--- config.mk ---
export PLATFORM = sky130hd
export DESIGN_NAME = i2c_scl_timer
export DESIGN_NICKNAME = d
export VERILOG_FILES = /design/src/rtl/i2c_scl_pkg.sv /design/src/rtl/i2c_scl_sync.sv /design/src/rtl/i2c_scl_launch.sv /design/src/rtl/i2c_scl_phase.sv /design/src/rtl/i2c_scl_timer.sv
export SDC_FILE = /design/constraint.sdc
export NUM_CORES = 1
export LEC_CHECK = 0
export BUFFER_PORTS_ARGS = -buffer_cell sky130_fd_sc_hd__clkbuf_2
export CAP_MARGIN = 20
export CORE_MARGIN = 5
export CORE_UTILIZATION = 66
export CTS_BUF_LIST = sky130_fd_sc_hd__clkbuf_8 sky130_fd_sc_hd__clkbuf_16
export DETAILED_ROUTE_END_ITERATION = 8
export GPL_TIMING_DRIVEN = 0
export PLACE_DENSITY_LB_ADDON = 0.1
export SLEW_MARGIN = 10
export SYNTH_ARGS = -nofsm -noshare
export SYNTH_HDL_FRONTEND = slang
export SYNTH_SLANG_ARGS = --single-unit
export TNS_END_PERCENT = 30
--- constraint.sdc ---
create_clock -name clk -period 8.8 [get_ports clk]
set_input_delay 1.76 -clock clk [delete_from_list [all_inputs] [get_ports clk]]
set_output_delay 1.76 -clock clk [all_outputs]
set_load 0.01 [all_outputs]
--- src/rtl/i2c_scl_pkg.sv ---
package i2c_scl_pkg;

    localparam int LOW_UNITS  = 12;
    localparam int HIGH_UNITS = 8;

    typedef enum logic [1:0] {
        PH_IDLE    = 2'd0,
        PH_LOW     = 2'd1,
        PH_WAIT_HI = 2'd2,
        PH_HIGH    = 2'd3
    } phase_e;

    typedef enum logic [1:0] {
        SLOT_NONE  = 2'd0,
        SLOT_START = 2'd1,
        SLOT_DATA  = 2'd2,
        SLOT_STOP  = 2'd3
    } slot_e;

    typedef struct packed {
        logic stop;
        logic run;
        logic start;
    } cmd_t;

    function automatic slot_e opening_slot(cmd_t c);
        if (c.start) return SLOT_START;
        if (c.run)   return SLOT_DATA;
        return SLOT_STOP;
    endfunction

    function automatic logic cmd_empty(cmd_t c);
        return !(c.start || c.run || c.stop);
    endfunction

endpackage

--- src/rtl/i2c_scl_sync.sv ---
module i2c_scl_sync #(
    parameter int STAGES = 2
) (
    input  logic clk,
    input  logic rst,
    input  logic d,
    output logic q
);
    logic [STAGES-1:0] sr;

    generate
        if (STAGES == 1) begin : g_single
            always_ff @(posedge clk) begin
                if (rst) sr <= '1;
                else     sr <= d;
            end
        end else begin : g_chain
            always_ff @(posedge clk) begin
                if (rst) sr <= '1;
                else     sr <= {sr[STAGES-2:0], d};
            end
        end
    endgenerate

    assign q = sr[STAGES-1];
endmodule

--- src/rtl/i2c_scl_launch.sv ---
module i2c_scl_launch
    import i2c_scl_pkg::*;
#(
    parameter int TPR_W = 7,
    parameter int LAT   = 4
) (
    input  logic             clk,
    input  logic             rst,
    input  logic             cmd_wr,
    input  cmd_t             cmd_in,
    input  logic             hs_in,
    input  logic [TPR_W-1:0] tpr_in,
    input  logic             busy,
    output logic             launch,
    output logic             pending,
    output cmd_t             cmd_q,
    output logic             hs_q,
    output logic [TPR_W-1:0] tpr_q
);
    logic           accept;
    logic [LAT-1:0] pipe;

    assign pending = |pipe;
    assign launch  = pipe[LAT-1];
    assign accept  = cmd_wr && !busy && !pending && !cmd_empty(cmd_in);

    generate
        if (LAT == 1) begin : g_lat1
            always_ff @(posedge clk) begin
                if (rst) pipe <= '0;
                else     pipe <= accept;
            end
        end else begin : g_latn
            always_ff @(posedge clk) begin
                if (rst) pipe <= '0;
                else     pipe <= {pipe[LAT-2:0], accept};
            end
        end
    endgenerate

    always_ff @(posedge clk) begin
        if (rst) begin
            cmd_q <= '0;
            hs_q  <= 1'b0;
            tpr_q <= '0;
        end else if (accept) begin
            cmd_q <= cmd_in;
            hs_q  <= hs_in;
            tpr_q <= tpr_in;
        end
    end

    AST_IGNORE_WHILE_BUSY: assert property (@(posedge clk) disable iff (rst)
        (cmd_wr && (busy || pending)) |=> ($stable(cmd_q) && $stable(hs_q) && $stable(tpr_q)));
    AST_ONE_IN_FLIGHT: assert property (@(posedge clk) disable iff (rst)
        $onehot0(pipe));
endmodule

--- src/rtl/i2c_scl_phase.sv ---
module i2c_scl_phase
    import i2c_scl_pkg::*;
#(
    parameter int TPR_W     = 7,
    parameter int BYTE_BITS = 9
) (
    input  logic                         clk,
    input  logic                         rst,
    input  logic                         launch,
    input  cmd_t                         cmd,
    input  logic                         hs,
    input  logic [TPR_W-1:0]             tpr,
    input  logic                         scl_hi,
    output logic                         scl_pull_low,
    output logic                         scl_drive_high,
    output logic                         busy,
    output logic                         done,
    output logic                         bit_low_stb,
    output logic                         bit_high_stb,
    output slot_e                        kind,
    output logic [$clog2(BYTE_BITS)-1:0] idx
);
    localparam int CNT_W = TPR_W + 4;
    localparam int IDX_W = $clog2(BYTE_BITS);
    localparam logic [IDX_W-1:0] LAST_IDX = IDX_W'(BYTE_BITS - 1);

    phase_e           phase;
    logic [CNT_W-1:0] cnt;
    logic             first;
    logic             hold;
    logic [CNT_W-1:0] unit, low_len, high_len;
    logic             hs_now;
    slot_e            nxt_kind;
    logic [IDX_W-1:0] nxt_idx;

    assign unit     = CNT_W'(tpr) + CNT_W'(1);
    assign low_len  = unit * CNT_W'(LOW_UNITS);
    assign high_len = unit * CNT_W'(HIGH_UNITS);
    assign hs_now   = hs && !first;

    always_comb begin
        nxt_kind = SLOT_NONE;
        nxt_idx  = '0;
        unique case (kind)
            SLOT_START: begin
                if (cmd.run)       nxt_kind = SLOT_DATA;
                else if (cmd.stop) nxt_kind = SLOT_STOP;
            end
            SLOT_DATA: begin
                if (idx != LAST_IDX) begin
                    nxt_kind = SLOT_DATA;
                    nxt_idx  = idx + IDX_W'(1);
                end else if (cmd.stop) begin
                    nxt_kind = SLOT_STOP;
                end
            end
            default: nxt_kind = SLOT_NONE;
        endcase
    end

    always_ff @(posedge clk) begin
        if (rst) begin
            phase <= PH_IDLE;
            kind  <= SLOT_NONE;
            idx   <= '0;
            cnt   <= '0;
            first <= 1'b0;
            hold  <= 1'b0;
            busy  <= 1'b0;
            done  <= 1'b0;
        end else begin
            done <= 1'b0;
            unique case (phase)
                PH_IDLE: if (launch) begin
                    phase <= PH_LOW;
                    kind  <= opening_slot(cmd);
                    idx   <= '0;
                    cnt   <= low_len - CNT_W'(1);
                    first <= 1'b1;
                    hold  <= 1'b0;
                    busy  <= 1'b1;
                end
                PH_LOW: begin
                    if (cnt == '0) begin
                        if (hs_now) begin
                            phase <= PH_HIGH;
                            cnt   <= high_len - CNT_W'(1);
                        end else begin
                            phase <= PH_WAIT_HI;
                        end
                    end else begin
                        cnt <= cnt - CNT_W'(1);
                    end
                end
                PH_WAIT_HI: if (scl_hi) begin
                    phase <= PH_HIGH;
                    cnt   <= high_len - CNT_W'(1);
                end
                PH_HIGH: begin
                    if (!hs_now && !scl_hi) begin
                        phase <= PH_WAIT_HI;
                    end else if (cnt == '0) begin
                        first <= 1'b0;
                        if (nxt_kind != SLOT_NONE) begin
                            phase <= PH_LOW;
                            kind  <= nxt_kind;
                            idx   <= nxt_idx;
                            cnt   <= low_len - CNT_W'(1);
                        end else begin
                            phase <= PH_IDLE;
                            kind  <= SLOT_NONE;
                            idx   <= '0;
                            busy  <= 1'b0;
                            done  <= 1'b1;
                            hold  <= (kind != SLOT_STOP);
                        end
                    end else begin
                        cnt <= cnt - CNT_W'(1);
                    end
                end
                default: phase <= PH_IDLE;
            endcase
        end
    end

    assign scl_pull_low   = (phase == PH_LOW) || (phase == PH_IDLE && hold);
    assign scl_drive_high = hs_now && (phase == PH_HIGH);
    assign bit_low_stb    = (phase == PH_LOW) && (cnt == low_len - CNT_W'(1)) && (kind == SLOT_DATA);
    assign bit_high_stb   = (phase == PH_HIGH) && (cnt == high_len - CNT_W'(1)) && (kind == SLOT_DATA);

    AST_PULL_OR_DRIVE: assert property (@(posedge clk) disable iff (rst)
        !(scl_pull_low && scl_drive_high));
    AST_DRIVE_ONLY_HS: assert property (@(posedge clk) disable iff (rst)
        scl_drive_high |-> hs);
    AST_HIGH_NEEDS_LINE: assert property (@(posedge clk) disable iff (rst)
        (phase == PH_HIGH && $past(phase) == PH_WAIT_HI) |-> $past(scl_hi));
    AST_BUSY_FROM_LAUNCH: assert property (@(posedge clk) disable iff (rst)
        $rose(busy) |-> $past(launch));
    AST_DONE_DROPS_BUSY: assert property (@(posedge clk) disable iff (rst)
        done |-> (!busy && $past(busy)));
endmodule

--- src/rtl/i2c_scl_timer.sv ---
module i2c_scl_timer
    import i2c_scl_pkg::*;
#(
    parameter int TPR_W      = 7,
    parameter int LAUNCH_LAT = 4,
    parameter int BYTE_BITS  = 9
) (
    input  logic                         clk,
    input  logic                         rst,
    input  logic [TPR_W-1:0]             tpr,
    input  logic                         cmd_wr,
    input  logic [2:0]                   cmd_bits,
    input  logic                         hs_mode,
    input  logic                         scl_in,
    output logic                         scl_pull_low,
    output logic                         scl_drive_high,
    output logic                         busy,
    output logic                         done,
    output logic                         bit_low_stb,
    output logic                         bit_high_stb,
    output logic [1:0]                   slot_kind,
    output logic [$clog2(BYTE_BITS)-1:0] bit_idx
);
    localparam int SYNC_STAGES = 2;

    logic             scl_hi, launch, pending, hs_q;
    cmd_t             cmd_q;
    logic [TPR_W-1:0] tpr_q;
    slot_e            kind;

    i2c_scl_sync #(.STAGES(SYNC_STAGES)) u_sync (
        .clk (clk),
        .rst (rst),
        .d   (scl_in),
        .q   (scl_hi)
    );

    i2c_scl_launch #(.TPR_W(TPR_W), .LAT(LAUNCH_LAT)) u_launch (
        .clk     (clk),
        .rst     (rst),
        .cmd_wr  (cmd_wr),
        .cmd_in  (cmd_t'(cmd_bits)),
        .hs_in   (hs_mode),
        .tpr_in  (tpr),
        .busy    (busy),
        .launch  (launch),
        .pending (pending),
        .cmd_q   (cmd_q),
        .hs_q    (hs_q),
        .tpr_q   (tpr_q)
    );

    i2c_scl_phase #(.TPR_W(TPR_W), .BYTE_BITS(BYTE_BITS)) u_phase (
        .clk            (clk),
        .rst            (rst),
        .launch         (launch),
        .cmd            (cmd_q),
        .hs             (hs_q),
        .tpr            (tpr_q),
        .scl_hi         (scl_hi),
        .scl_pull_low   (scl_pull_low),
        .scl_drive_high (scl_drive_high),
        .busy           (busy),
        .done           (done),
        .bit_low_stb    (bit_low_stb),
        .bit_high_stb   (bit_high_stb),
        .kind           (kind),
        .idx            (bit_idx)
    );

    assign slot_kind = kind;
endmodule

==> qor.csv <==
stage;metric;value;unit
status;status;complete, no violations;
clock_tree;H-tree levels;2;
drt;Vias;3315;
yosys;number of synthesized register bits;40;
drt;DRT iter0 DRCs;231;
layout;most frequent cells in the layout;nor2_1, dfxtp_1, nand2_1;
worst_setup_path;Setup CP Type;register to output pin;
drt;routed length on met1;3.805;mm
worst_setup_path;Critical R2R Launch;u_launch.tpr_q[0]$_SDFFE_PP0P_;
clock_tree;clk buf depth;2;
yosys;async set or reset register ratio after synthesis;0;
timing;Final min period;6.417;ns
clock_tree;Clk Latency, worst-skew pair;0.29;ns
layout;Final #Nets;507;
drt;vias per cell;6.105;
clock_tree;clk slew on worst S/H paths;0.08;ns
floorplanning;initial core utilization;0.6768;
floorplanning;IO Pins;27;
worst_setup_path;Worst Path Required;7.04;ns
drt;Antenna Violating Nets Remaining;0;
clock_tree;Setup Buffers After CTS;0;
drt;DR pass1 iterations;5;
hold_path;HP Class;register to register;
clock_tree;Clock Tree Root;clkbuf_8;
drt;DRC;0;
worst_setup_path;RR Endpoint;u_phase.cnt[10]$_SDFFE_PP0P_;
global_routing;initial antenna violation count;0;
drt;highest metal used;met4;
power;Power Density;176.3;nW/µm²
clock_tree;CTS tree;built;
clock_tree;Sink Count;40;
layout;Multi-input gate area;2419;µm²
worst_setup_path;Critical Path AT;4.66;ns
yosys;synth unique cells;68;
drt;wire per inst;15.52;µm
drt;met3 WL;475;µm
drt;Routed Wire Length;8.428;mm
worst_setup_path;Worst Setup SP;u_launch.tpr_q[0]$_SDFFE_PP0P_;
timing;Final Skew;0.008840;ns
hold_path;min-delay src;u_sync.sr[0]$_SDFF_PP1_;
global_routing;first-pass GRT wire length;13.93;mm
global_routing;GR Util All Layers;0.2619;
placement;port bufs;26;
timing;final setup fails;0;
timing;slew of the pin with the lowest slew margin;0.6966;ns
timing;Hold Fails Final Rpt;0;
job;maxcap violations;0;
yosys;ys flop type;dfxtp_1;
timing;RSZ-0062 raised after global routing;no;
placement;RePlAce Congestion;0.9198;
layout;layout cells sized above 1;0.1184;
floorplanning;Die Span Y;82.14;µm
clock_tree;CTS Buf Count;5;
global_routing;vias in the first global route;2974;
timing;f_max;0.1558;GHz
power;Leak Pwr;1.618;nW
global_routing;Congestion Overflow GR;0;
layout;Core Util, Final;0.7367;
timing;max-slew violation total from the final report;0;
clock_tree;CTS Hold Buffers Added;0;
yosys;Seq/Total Area, Yosys;0.2332;
layout;Area Overhead vs Synth;8.853;%
yosys;Syn Std Cell Area;3435;µm²
worst_setup_path;CP Max Fanout;10;
placement;post-DP HPWL;6.388;mm
yosys;Post-Synthesis Cells;439;
layout;sequential standard cell area;800.8;µm²
yosys;synth warn;0;
layout;antenna cell count;0;
floorplanning;core footprint;5075;µm²
layout;fillcell total;418;
yosys;Post-synth EDFFs;0;
yosys;Mean Syn Cell Area;7.824;µm²
layout;commonest non-fill, non-tap cell in the layout;nor2_1;
global_routing;largest net degree at the start of global routing;13;
floorplanning;die width;82.14;µm
worst_setup_path;Worst Setup Start Kind;register;
power;Max IR drop VDD;0.0001302;V
floorplanning;die area;6746;µm²
timing;Setup TNS;0;ns
drt;met2 WL;3.947;mm
clock_tree;cts repair resizes;0;
timing;Relative slew margins;0.5325;
worst_setup_path;R2R Setup Slk;4.41;ns
floorplanning;Cell Rows;26;
worst_setup_path;Worst setup endpoint;bit_low_stb;
timing;period utilization;0.7292;
yosys;syn_nets;473;
worst_setup_path;crit path capture type;output pin;
worst_setup_path;reg2reg path depth;14;
-- stage by stage --
stage | std cells | area, µm² | hold WS [ns] | power, mW | worst slack [ns]
after floorplan | 439 | 3435 | 0.3895 | 0.4630 | 3.435
after global placement | 535 | 3652 | 0.3915 | 0.5221 | 2.848
after detailed placement | 535 | 3652 | 0.4083 | 0.5336 | 2.778
after CTS | 542 | 3734 | 0.4268 | 0.6517 | 2.442
after global routing | 543 | 3739 | 0.4333 | 0.7044 | 2.098
final | 543 | 3739 | 0.4282 | 0.6591 | 2.383
-- synthesized netlist by cell type, types with 3 or more instances --
cell,n,area share
and3b_1,3,0.0077
mux2i_1,12,0.035
nor2b_1,8,0.015
o41ai_1,3,0.0077
a22oi_1,3,0.0066
o2111ai_1,3,0.0077
o31ai_1,3,0.0066
nand2b_1,4,0.0073
inv_1,26,0.028
nand2_1,37,0.040
nand3_1,11,0.016
o22ai_1,4,0.0073
buf_2,4,0.0058
a21oi_1,26,0.038
nor3_1,12,0.017
a211oi_1,10,0.022
nand3b_1,3,0.0066
ha_1,19,0.069
or2_2,4,0.0073
dfxtp_1,40,0.23
a221oi_1,4,0.010
clkbuf_1,21,0.023
and3_1,8,0.015
nor2_1,45,0.049
xnor2_1,20,0.051
o21ai_0,19,0.028
a21o_1,3,0.0066
xnor2_2,4,0.019
nand4_1,3,0.0055
nor4_1,8,0.015
xor2_1,17,0.043
a31oi_1,5,0.0091
-- cell type report --
| type | instances | share of cell area |
|---|---|---|
| well taps | 70 | 0.02343 |
| multi-input cells | 345 | 0.6469 |
| repair buffers | 27 | 0.03614 |
| plain buffers | 27 | 0.03046 |
| clock inverters | 2 | 0.003347 |
| clock buffers | 5 | 0.01841 |
| flip-flops and latches | 40 | 0.2142 |
| inverters | 27 | 0.02711 |
-- metal layers --
layer | GRT usage | vias up
li1 | - | 1630
met1 | 0.3584 | 1527
met4 | 0.06977 | 0
met5 | 0 | -
met2 | 0.4321 | 131
met3 | 0.03688 | 27
-- worst max-delay path: stages, from the launching register on --
cell	delay, ns
dfxtp_1	0.38
buf_2	0.24
buf_1	0.42
inv_1	0.14
ha_1	0.36
clkbuf_1	0.34
inv_1	0.10
ha_1	0.31
a21oi_1	0.24
xor2_1	0.29
and3_1	0.25
xnor3_1	0.30
xor2_1	0.17
nor4_1	0.32
nand4b_1	0.16
a211oi_1	0.19
clkbuf_2	0.17
-- kinds of logic (layout without fill, tap and decap cells) --
family,Yosys count,in the layout,share of synthesized area
AOI/OAI and AO/OA,106,106,0.2073
xor gates and xnor gates,47,47,0.1523
adders and majority gates,20,20,0.07250
buffers and inverters,54,88,0.06266
DFF,40,40,0.2332
muxes,13,13,0.03825
and+or+nand+nor,159,159,0.2339
-- state kept, by name, summed over array words and instances, names as in the netlist --
signal and cells:
u_phase.phase 2, u_launch.tpr_q 7, u_phase.done 1, u_phase.busy 1, u_launch.hs_q 1, u_launch.cmd_q 3, u_launch.pipe 4, u_phase.idx 4
u_phase.first 1, u_phase.kind 2, u_phase.cnt 11, u_sync.sr 2, u_phase.hold 1
-- worst min-delay path by stage --
stage / to / slack [ns] / depth (start not counted)
CTS: u_sync.sr[1]$_SDFF_PP1_ / 0.43 / 1
finish: u_sync.sr[1]$_SDFF_PP1_ / 0.43 / 1
detailed placement: u_sync.sr[1]$_SDFF_PP1_ / 0.41 / 1
global placement: u_sync.sr[1]$_SDFF_PP1_ / 0.39 / 1
global route: u_sync.sr[1]$_SDFF_PP1_ / 0.43 / 1
floorplan: u_sync.sr[1]$_SDFF_PP1_ / 0.39 / 1
-- report_power, final --
group          internal (mW)  switching [mW]
Sequential             0.196          0.0161
Combinational          0.128           0.199
Clock                 0.0538          0.0656
Power figures use the tool's default switching activity.
